--- src/rtl/tmr_pkg.sv ---
package tmr_pkg;

    localparam int CTRL_W      = 8;
    localparam int CTRL_FORCE  = 7;
    localparam int CTRL_WGM0   = 6;
    localparam int CTRL_COM_HI = 5;
    localparam int CTRL_COM_LO = 4;
    localparam int CTRL_WGM1   = 3;

    typedef enum logic [1:0] {
        WGM_NORMAL = 2'd0,
        WGM_PHASE  = 2'd1,
        WGM_CTC    = 2'd2,
        WGM_FAST   = 2'd3
    } wgm_e;

    typedef enum logic [1:0] {
        COM_OFF    = 2'd0,
        COM_TOGGLE = 2'd1,
        COM_CLEAR  = 2'd2,
        COM_SET    = 2'd3
    } com_e;

    typedef enum logic [1:0] {
        ADDR_CTRL  = 2'd0,
        ADDR_COUNT = 2'd1,
        ADDR_CMP   = 2'd2,
        ADDR_FLAG  = 2'd3
    } addr_e;

    typedef enum logic {
        DIR_UP   = 1'b0,
        DIR_DOWN = 1'b1
    } dir_e;

    typedef struct packed {
        logic step;
        logic match;
        logic at_top;
        logic at_bottom;
        logic ovf;
        dir_e dir;
    } cnt_evt_t;

    function automatic logic is_pwm(wgm_e m);
        return (m == WGM_PHASE) || (m == WGM_FAST);
    endfunction

    function automatic logic plain_action(com_e c, logic cur);
        logic r;
        unique case (c)
            COM_OFF:    r = cur;
            COM_TOGGLE: r = ~cur;
            COM_CLEAR:  r = 1'b0;
            COM_SET:    r = 1'b1;
        endcase
        return r;
    endfunction

endpackage

--- src/rtl/tmr_counter.sv ---
module tmr_counter
    import tmr_pkg::*;
#(
    parameter int CNT_W = 8,
    parameter int CS_W  = 3
) (
    input  logic                   clk,
    input  logic                   rst_n,
    input  wgm_e                   mode,
    input  logic [CS_W-1:0]        cs,
    input  logic [(1<<CS_W)-2:0]   taps,
    input  logic [CNT_W-1:0]       cmp_act,
    input  logic                   cnt_we,
    input  logic [CNT_W-1:0]       cnt_wdata,
    output logic [CNT_W-1:0]       cnt,
    output cnt_evt_t               evt
);
    localparam int NTAP = (1 << CS_W) - 1;
    localparam logic [CNT_W-1:0] CNT_MAX = '1;
    localparam logic [CNT_W-1:0] CNT_MIN = '0;
    localparam logic [CNT_W-1:0] CNT_ONE = CNT_W'(1);

    logic [NTAP:0]      tap_vec;
    logic               tick;
    logic               step;
    logic               hit;
    logic               at_max;
    logic               at_min;
    dir_e               dir_q, dir_d;
    logic [CNT_W-1:0]   cnt_q, cnt_d;
    logic               blk_q, blk_d;

    // select 0 maps onto the constant-low slot, so the counter stops
    assign tap_vec = {taps, 1'b0};
    assign tick    = tap_vec[cs];
    assign step    = tick && !cnt_we;
    assign at_max  = (cnt_q == CNT_MAX);
    assign at_min  = (cnt_q == CNT_MIN);
    assign hit     = step && !blk_q && (cnt_q == cmp_act);

    // next-state logic: direction machine and count value
    always_comb begin
        dir_d = dir_q;
        cnt_d = cnt_q;
        blk_d = blk_q;
        if (cnt_we) begin
            cnt_d = cnt_wdata;
            blk_d = 1'b1;
        end else if (step) begin
            blk_d = 1'b0;
            unique case (mode)
                WGM_NORMAL, WGM_FAST: cnt_d = cnt_q + CNT_ONE;
                WGM_CTC:              cnt_d = hit ? CNT_MIN : cnt_q + CNT_ONE;
                WGM_PHASE: begin
                    unique case (dir_q)
                        DIR_UP: begin
                            if (at_max) begin
                                dir_d = DIR_DOWN;
                                cnt_d = cnt_q - CNT_ONE;
                            end else begin
                                cnt_d = cnt_q + CNT_ONE;
                            end
                        end
                        DIR_DOWN: begin
                            if (at_min) begin
                                dir_d = DIR_UP;
                                cnt_d = cnt_q + CNT_ONE;
                            end else begin
                                cnt_d = cnt_q - CNT_ONE;
                            end
                        end
                    endcase
                end
            endcase
        end
        if (mode != WGM_PHASE) begin
            dir_d = DIR_UP;
        end
    end

    // state register
    always_ff @(posedge clk or negedge rst_n) begin
        if (!rst_n) begin
            dir_q <= DIR_UP;
            cnt_q <= CNT_MIN;
            blk_q <= 1'b0;
        end else begin
            dir_q <= dir_d;
            cnt_q <= cnt_d;
            blk_q <= blk_d;
        end
    end

    // event outputs
    always_comb begin
        evt.step      = step;
        evt.match     = hit;
        evt.dir       = dir_q;
        evt.at_top    = step && at_max;
        evt.at_bottom = step && (mode == WGM_PHASE) && (dir_q == DIR_DOWN) && at_min;
        evt.ovf       = (mode == WGM_PHASE) ? evt.at_bottom : evt.at_top;
    end

    assign cnt = cnt_q;

endmodule

--- src/rtl/tmr_regs.sv ---
module tmr_regs
    import tmr_pkg::*;
#(
    parameter int CNT_W = 8,
    parameter int CS_W  = 3
) (
    input  logic               clk,
    input  logic               rst_n,
    input  logic               bus_we,
    input  logic [1:0]         bus_addr,
    input  logic [CNT_W-1:0]   bus_wdata,
    output logic [CNT_W-1:0]   bus_rdata,
    input  logic [CNT_W-1:0]   cnt,
    input  cnt_evt_t           evt,
    output wgm_e               mode,
    output com_e               com,
    output logic [CS_W-1:0]    cs,
    output logic               force_q,
    output logic [CNT_W-1:0]   cmp_act,
    output logic               cnt_we,
    output logic               ovf_flag,
    output logic               cmp_flag
);
    logic [CTRL_W-1:0] ctrl_q;
    logic [CNT_W-1:0]  cmp_buf_q, cmp_act_q;
    logic              ovf_q, cmpf_q;
    logic              wr_ctrl, wr_cmp, wr_flag;
    logic              cmp_load;
    wgm_e              wr_mode;

    assign wr_ctrl = bus_we && (addr_e'(bus_addr) == ADDR_CTRL);
    assign cnt_we  = bus_we && (addr_e'(bus_addr) == ADDR_COUNT);
    assign wr_cmp  = bus_we && (addr_e'(bus_addr) == ADDR_CMP);
    assign wr_flag = bus_we && (addr_e'(bus_addr) == ADDR_FLAG);
    assign wr_mode = wgm_e'({bus_wdata[CTRL_WGM1], bus_wdata[CTRL_WGM0]});

    assign mode = wgm_e'({ctrl_q[CTRL_WGM1], ctrl_q[CTRL_WGM0]});
    assign com  = com_e'(ctrl_q[CTRL_COM_HI:CTRL_COM_LO]);
    assign cs   = ctrl_q[CS_W-1:0];

    // buffered threshold reload point
    always_comb begin
        unique case (mode)
            WGM_FAST:  cmp_load = evt.at_top;
            WGM_PHASE: cmp_load = evt.at_bottom;
            default:   cmp_load = 1'b0;
        endcase
    end

    always_ff @(posedge clk or negedge rst_n) begin
        if (!rst_n) begin
            ctrl_q    <= '0;
            force_q   <= 1'b0;
            cmp_buf_q <= '0;
            cmp_act_q <= '0;
            ovf_q     <= 1'b0;
            cmpf_q    <= 1'b0;
        end else begin
            force_q <= wr_ctrl && bus_wdata[CTRL_FORCE] && !is_pwm(wr_mode);
            if (wr_ctrl) begin
                ctrl_q <= {1'b0, bus_wdata[CTRL_W-2:0]};
            end
            if (cmp_load) begin
                cmp_act_q <= cmp_buf_q;
            end
            if (wr_cmp) begin
                cmp_buf_q <= bus_wdata;
                if (!is_pwm(mode)) begin
                    cmp_act_q <= bus_wdata;
                end
            end
            ovf_q  <= evt.ovf   | (ovf_q  & ~(wr_flag & bus_wdata[0]));
            cmpf_q <= evt.match | (cmpf_q & ~(wr_flag & bus_wdata[1]));
        end
    end

    always_comb begin
        unique case (addr_e'(bus_addr))
            ADDR_CTRL:  bus_rdata = CNT_W'(ctrl_q);
            ADDR_COUNT: bus_rdata = cnt;
            ADDR_CMP:   bus_rdata = cmp_buf_q;
            ADDR_FLAG:  bus_rdata = CNT_W'({cmpf_q, ovf_q});
        endcase
    end

    assign cmp_act  = cmp_act_q;
    assign ovf_flag = ovf_q;
    assign cmp_flag = cmpf_q;

endmodule

--- src/rtl/tmr_wave.sv ---
module tmr_wave
    import tmr_pkg::*;
(
    input  logic     clk,
    input  logic     rst_n,
    input  wgm_e     mode,
    input  com_e     com,
    input  cnt_evt_t evt,
    input  logic     force_q,
    output logic     oc
);
    logic oc_q, oc_d;

    always_comb begin
        oc_d = oc_q;
        if (force_q) begin
            oc_d = plain_action(com, oc_q);
        end else begin
            unique case (mode)
                WGM_NORMAL, WGM_CTC: begin
                    if (evt.match) oc_d = plain_action(com, oc_q);
                end
                WGM_FAST: begin
                    if (evt.at_top) begin
                        if (com == COM_CLEAR) oc_d = 1'b1;
                        if (com == COM_SET)   oc_d = 1'b0;
                    end else if (evt.match) begin
                        if (com == COM_CLEAR) oc_d = 1'b0;
                        if (com == COM_SET)   oc_d = 1'b1;
                    end
                end
                WGM_PHASE: begin
                    if (evt.match) begin
                        if (com == COM_CLEAR) oc_d = (evt.dir == DIR_DOWN);
                        if (com == COM_SET)   oc_d = (evt.dir == DIR_UP);
                    end
                end
            endcase
        end
    end

    always_ff @(posedge clk or negedge rst_n) begin
        if (!rst_n) oc_q <= 1'b0;
        else        oc_q <= oc_d;
    end

    assign oc = oc_q;

endmodule

--- src/rtl/tmr_wgen_top.sv ---
module tmr_wgen_top
    import tmr_pkg::*;
#(
    parameter int CNT_W = 8,
    parameter int CS_W  = 3
) (
    input  logic                  clk,
    input  logic                  rst_n,
    input  logic                  bus_we,
    input  logic [1:0]            bus_addr,
    input  logic [CNT_W-1:0]      bus_wdata,
    output logic [CNT_W-1:0]      bus_rdata,
    input  logic [(1<<CS_W)-2:0]  presc_tap,
    output logic                  oc_out,
    output logic                  oc_oe,
    output logic                  ovf_flag,
    output logic                  cmp_flag
);
    wgm_e             mode;
    com_e             com;
    logic [CS_W-1:0]  cs;
    logic             force_q;
    logic [CNT_W-1:0] cmp_act;
    logic             cnt_we;
    logic [CNT_W-1:0] cnt_val;
    cnt_evt_t         evt;

    tmr_regs #(.CNT_W(CNT_W), .CS_W(CS_W)) regs_i (
        .clk       (clk),
        .rst_n     (rst_n),
        .bus_we    (bus_we),
        .bus_addr  (bus_addr),
        .bus_wdata (bus_wdata),
        .bus_rdata (bus_rdata),
        .cnt       (cnt_val),
        .evt       (evt),
        .mode      (mode),
        .com       (com),
        .cs        (cs),
        .force_q   (force_q),
        .cmp_act   (cmp_act),
        .cnt_we    (cnt_we),
        .ovf_flag  (ovf_flag),
        .cmp_flag  (cmp_flag)
    );

    tmr_counter #(.CNT_W(CNT_W), .CS_W(CS_W)) cnt_i (
        .clk       (clk),
        .rst_n     (rst_n),
        .mode      (mode),
        .cs        (cs),
        .taps      (presc_tap),
        .cmp_act   (cmp_act),
        .cnt_we    (cnt_we),
        .cnt_wdata (bus_wdata),
        .cnt       (cnt_val),
        .evt       (evt)
    );

    tmr_wave wave_i (
        .clk     (clk),
        .rst_n   (rst_n),
        .mode    (mode),
        .com     (com),
        .evt     (evt),
        .force_q (force_q),
        .oc      (oc_out)
    );

    assign oc_oe = (com != COM_OFF);

endmodule

--- config.mk ---
export PLATFORM = sky130hd
export DESIGN_NAME = tmr_wgen_top
export DESIGN_NICKNAME = d
export VERILOG_FILES = /design/src/rtl/tmr_pkg.sv /design/src/rtl/tmr_counter.sv /design/src/rtl/tmr_regs.sv /design/src/rtl/tmr_wave.sv /design/src/rtl/tmr_wgen_top.sv
export SDC_FILE = /design/constraint.sdc
export NUM_CORES = 1
export LEC_CHECK = 0
export BUFFER_PORTS_ARGS = -buffer_cell sky130_fd_sc_hd__buf_2
export CAP_MARGIN = 25
export CORE_MARGIN = 4
export CORE_UTILIZATION = 35
export DETAILED_ROUTE_END_ITERATION = 6
export MAX_ROUTING_LAYER = met4
export PLACE_DENSITY = 0.57
export SYNTH_ARGS = -nofsm -noshare
export SYNTH_HDL_FRONTEND = slang
export SYNTH_HIERARCHICAL = 1
export SYNTH_SLANG_ARGS = --single-unit
--- constraint.sdc ---
create_clock -name clk -period 2.5 [get_ports clk]
set_input_delay 0.25 -clock clk [delete_from_list [all_inputs] [get_ports clk]]
set_output_delay 0.25 -clock clk [all_outputs]
set_load 0.02 [all_outputs]
==> out/metrics.csv, run 1 <==
metric,value,unit
clk root buf,clkbuf_8,
cell area after synthesis,0.002694,mm^2
Critical Path Start Type,register,
gp weighted congestion,0.8588,
Global Route met1 Usage,23.88,%
worst slew pin tran,0.8520,ns
Crit Path Max Fanout,12,
port bufs,31,
leakage power,1.386,nW
Crit path max-delay family,multiplexers,
CTS hold repair buffers,0,
Mean Syn Cell Area,9.796,um^2
Die Wd,95.73,um
Final WS setup,0.1339,ns
outcome,completed,
unrepaired setup endpoints after global routing,false,
CP startpoint,regs_i/ctrl_q[2],
pwr dens,835.0,mW/mm^2
element type at the critical path end,register,
GRT met2 Usage,27.56,%
FF-to-FF End,wave_i/oc,
total vias in the final route,2340,
Critical Path Max Stage Delay,0.48,ns
"IR drop worst, VDD",0.0003221,V
total track usage,17.45,%
Fin Clk Skew,0.004938,ns
"commonest cells after routing, fill and taps aside","dfrtp_1 (36), buf_2 (31), buf_4 (24)",
setup_tns,0,ns
DR WL/cell,17.10,um
critical path required time,2.71,ns
Post-DP HPWL,5515,um
Hold Slack,0.06249,ns
Num CTS Buffers,5,
clk sinks,37,
Core ar.,0.007370,mm^2
H-tree depth,2,
final hold viol count,0,
r2r startpoint,regs_i/ctrl_q[2],
Die ar.,0.009164,mm^2
Post-CTS Setup Bufs,0,
worst slack at placement,0.07059,ns
warnings from Yosys,6,
largest net degree at the start of global routing,38,
Clock Tree Buf Depth,2,
utilization after layout,42.56,%
syn_nets,300,
critical path type,reg -> reg,
R2R Setup Slk,0.13,ns
max-cap viol count,0,
first-pass GRT wire length,11900,um
Synth Instances,275,
Final period util,94.64,%
antenna violation net count after detailed routing,0,
worst r2r path cells,8,
n_diodes,0,
Rows,31,
First-pass DRT Iterations,4,
min cycle time layout,2.366,ns
"CTS clk-pin slew, worst paths",0.07,ns
antenna violations before repair,0,
relative slew slack,43.20,%
die span in y,95.73,um
routed wire length,7197,um
fin nets,346,
drt drc,0,
"commonest non-fill, non-tap cell in the layout",dfrtp_1,
GRT busiest layer,met2,
GRT overflow,0,
Worst Hold Class,in -> async,
vias per inst,5.558,
met3 Usage GRT,1.876,%
Starting DRT DRC Count,185,
Critical-path top delay cell,mux4_2,
CTS tree,built,
"Cell Chain, Critical Path",mux2i_1 > mux4_2 > buf_4 > nor3_1 > nor2_1 > a22o_1 > a211o_1 > o211ai_2,
fillers,755,
initial core utilization,36.55,%
Worst-Skew Late Latency,0.28,ns
Worst path depth,8,
FMAX,0.4226,GHz
share of cells above drive strength 1,30.75,%
Top Ports,32,
final setup violation count,0,
CP bufs+invs,1,
final max-slew violation count,0,
area delta synth->final,16.44,%
crit path DAT,2.57,ns
vias in the first global route,2300,
==> worst max path at each step <==
| stage | end | slack, ns |
|---|---|---|
| floorplan | regs_i/cmp_act[2] | 0.03 |
| global placement | regs_i/cmp_act[5] | 0.12 |
| detailed placement | wave_i/oc | 0.07 |
| CTS | wave_i/oc | 0.04 |
| global route | wave_i/oc | 0.006 |
| finish | wave_i/oc | 0.13 |
==> layout make-up <==
cell class	count	area [um^2]	area share, %
flip-flops and latches	37	927.1	29.56
clock buffers	6	72.57	2.314
clock inverters	2	10.01	0.3191
multi-input cells	209	1619	51.62
well taps	99	123.9	3.949
repair buffers	55	335.3	10.69
inverters	13	48.80	1.556
==> stage by stage <==
step,power [mW],cell area [um^2],instances
global placement,2.210,3050,413
global route,2.833,3137,421
detailed placement,2.226,3050,413
CTS,2.637,3133,421
finish,2.619,3137,421
floorplan,1.822,2694,275
==> state kept, by name (all words and copies together), names as in the netlist <==
name / cells
cnt_i/cnt: 8
regs_i/cmp_act: 8
regs_i/cmp_buf_q: 8
regs_i/ctrl_q: 7
cnt_i/blk_q: 1
cnt_i/dir_q: 1
regs_i/cmp_flag: 1
regs_i/force_q: 1
regs_i/ovf_flag: 1
wave_i/oc: 1
==> what timing repair did <==
| action | 4_1_cts | 5_1_grt |
|---|---|---|
| setup endpoints to repair | 0 | 10 |
| hold endpoints to repair | 0 | 0 |
| gates resized for setup | 0 | 4 |
==> worst register-to-register path, stage by stage (launching register included) <==
cell	delay, ns
dfrtp_2	0.45
mux2i_1	0.13
mux4_2	0.48
buf_4	0.20
nor3_1	0.41
nor2_1	0.10
a22o_1	0.22
a211o_1	0.24
o211ai_2	0.07
==> report_power, final <==
part           internal [mW]  leakage, nW  switching, mW  total, mW
logic                  0.601        0.886          0.744       1.35
registers              0.749        0.455          0.124      0.872
clock network          0.193       0.0450          0.208      0.402
==> metal layers <==
metal / part of all wire (%) / routed length (um)
met1: 47 / 3392
met2: 48 / 3463
met3: 3.5 / 250
met4: 1.3 / 91
met5: 0 / 0
No activity file was read; power rests on OpenSTA's default activity.
==> run 2, diff against run 1 <==
--- a/config.mk
+++ b/config.mk
@@ -6,7 +6,7 @@
 export NUM_CORES = 1
 export LEC_CHECK = 0
 export BUFFER_PORTS_ARGS = -buffer_cell sky130_fd_sc_hd__buf_2
-export CAP_MARGIN = 25
+export CAP_MARGIN = 5
 export CORE_MARGIN = 4
 export CORE_UTILIZATION = 35
 export DETAILED_ROUTE_END_ITERATION = 6
==> constraint.sdc (replaced) <==
create_clock -name clk -period 2.5 [get_ports clk]
set_input_delay 0 -clock clk [delete_from_list [all_inputs] [get_ports clk]]
set_output_delay 0 -clock clk [all_outputs]
set_load 0.02 [all_outputs]
==> run 2 against run 1 <==
First-iteration DRC count fell by 28%. Sequential power is 4.0% higher. Register-to-register slack got worse by 0.02 ns. Via count is 1.2% higher. Clock power up 39%. Fmax is 0.65% lower. Clock skew barely moved. Critical path type unchanged. Largest cell class unchanged.
==> out/metrics.csv, run 2 (synthesized netlist as in run 1, its figures left out) <==
metric,value,unit,change
crit path to,wave_i/oc,,
Final period util,95.27,%,+0.62 points
Post-CTS Setup Bufs,0,,unchanged
Starting DRT DRC Count,134,,-28%
CP startpoint,regs_i/ctrl_q[2],,
max-cap viol count,0,,unchanged
Final Power,2.815,mW,+7.5%
clk sinks,37,,unchanged
H-tree depth,2,,unchanged
antenna violations before repair,0,,unchanged
Die Wd,95.73,um,unchanged
met3 Usage GRT,2.658,%,+0.78 points
Final Instance Area,0.003221,mm^2,+2.7%
pwr dens,873.9,mW/mm^2,+4.7%
Rows,31,,unchanged
setup_tns,0,ns,unchanged
n_diodes,0,,unchanged
fin nets,350,,+1.2%
GRT met2 Usage,27.97,%,+0.41 points
min cycle time layout,2.382,ns,+0.01558 ns
gp weighted congestion,0.9104,,+6.0%
FF-to-FF End,wave_i/oc,,
element type at the critical path end,register,,
Die ar.,0.009164,mm^2,unchanged
worst r2r path cells,9,,+1
Fin Clk Skew,0.005108,ns,+0.0001704 ns
DR WL/cell,17.75,um,+3.8%
Num CTS Buffers,5,,unchanged
placed standard-cell area,0.003050,mm^2,unchanged
largest net degree at the start of global routing,38,,unchanged
worst hold start,bus_wdata[4],,
final max-slew violation count,0,,unchanged
drt drc,0,,unchanged
share of cells above drive strength 1,30.98,%,+0.24 points
r2r startpoint,regs_i/ctrl_q[2],,
Post-DP HPWL,5602,um,+1.6%
"commonest non-fill, non-tap cell in the layout",dfrtp_1,,
Top Ports,32,,unchanged
"commonest cells after routing, fill and taps aside","dfrtp_1 (36), buf_2 (31), buf_4 (24)",,
Worst-Skew Late Latency,0.29,ns,about the same
die span in y,95.73,um,unchanged
utilization after layout,43.70,%,+1.1 points
final setup violation count,0,,unchanged
Global Route met1 Usage,25.49,%,+1.6 points
port bufs,31,,unchanged
outcome,completed,,
critical path type,reg -> reg,,
Crit Path Max Fanout,5,,-7
area delta synth->final,19.55,%,
Core ar.,0.007370,mm^2,unchanged
leakage power,1.419,nW,+2.4%
FMAX,0.4199,GHz,-0.65%
routed wire length,7543,um,+4.8%
First-pass DRT Iterations,4,,unchanged
relative slew slack,40.76,%,-2.4 points
total track usage,18.38,%,+0.93 points
fillers,736,,-2.5%
Critical Path Start Type,register,,
"IR drop worst, VDD",0.0003612,V,+12%
GRT busiest layer,met2,,
unrepaired setup endpoints after global routing,false,,
first-pass GRT wire length,12490,um,+4.9%
Worst Hold Class,in -> reg,,
worst slew pin tran,0.8886,ns,+0.03659 ns
Finished Layout Cells,425,,+0.95%
CTS tree,built,,
initial core utilization,36.55,%,unchanged
total vias in the final route,2369,,+1.2%
final hold viol count,0,,unchanged
cell total after placement,413,,unchanged
GRT overflow,0,,unchanged
critical path required time,2.72,ns,about the same
Clock Tree Buf Depth,2,,unchanged
R2R Setup Slk,0.12,ns,-0.02 ns
vias per inst,5.574,,+0.29%
Worst Hold Depth,2,,
crit path DAT,2.60,ns,+0.03 ns
"CTS clk-pin slew, worst paths",0.08,ns,about the same
clk root buf,clkbuf_8,,
antenna violation net count after detailed routing,0,,unchanged
vias in the first global route,2401,,+4.4%
run 2: cell type report:
class                   count  area [um^2]  share of cell area (%)
flip-flops and latches     37        927.1                   28.79
well taps                  99        123.9                   3.846
repair buffers             59        375.4                   11.66
clock inverters             2        37.54                   1.166
multi-input cells         209         1625                   50.47
clock buffers               6        82.58                   2.564
inverters                  13        48.80                   1.515
run 2: repair_timing:
| action | in CTS | in global routing |
|---|---|---|
| endpoints found under the hold margin | 42 | 0 |
| hold buffers | 4 | 0 |
| setup endpoints to repair | 0 | 9 |
| gates resized for setup | 0 | 5 |
run 2: metal layers:
metal	share of wire, %	vias to the layer above
met3	5.5	11
met2	47	79
met4	1.5	0
met5	0	-
li1	-	1127
met1	46	1152
run 2: worst max-delay path: stages, from the launching register on:
cell and delay [ns]:
dfrtp_2 0.45, mux2i_1 0.13, mux4_2 0.48, or2_4 0.27, nor3_2 0.21, buf_4 0.16
nand3_1 0.09, a22o_1 0.21, a211o_1 0.24, o211ai_2 0.07
run 2: metrics by stage:
| step | setup slack (ns) | hold slack (ns) |
|---|---|---|
| 4_1_cts | 0.01221 | 0.007294 |
| 5_1_grt | 0.00005707 | 0.003798 |
| 3_3_place_gp | 0.1008 | 0.1729 |
| 2_1_floorplan | 0.02558 | -0.2956 |
| 6_report | 0.1184 | 0.02218 |
| 3_5_place_dp | 0.03635 | 0.1722 |
run 2: where the power goes:
| part | total (mW) | switching [mW] | internal, mW |
|---|---|---|---|
| Sequential | 0.907 | 0.159 | 0.748 |
| Clock | 0.558 | 0.233 | 0.325 |
| Combinational | 1.35 | 0.736 | 0.613 |
| Total | 2.81 | 1.13 | 1.69 |
run 2: worst min-delay path by stage:
stage | end | slack [ns]
finish | regs_i/ctrl_q[4] | 0.02
global route | regs_i/cmp_buf_q[4] | 0.004
CTS | regs_i/cmp_buf_q[4] | 0.007
detailed placement | regs_i/cmp_buf_q[4] | 0.17
global placement | regs_i/cmp_buf_q[5] | 0.17
floorplan | cnt_i/blk_q | -0.30
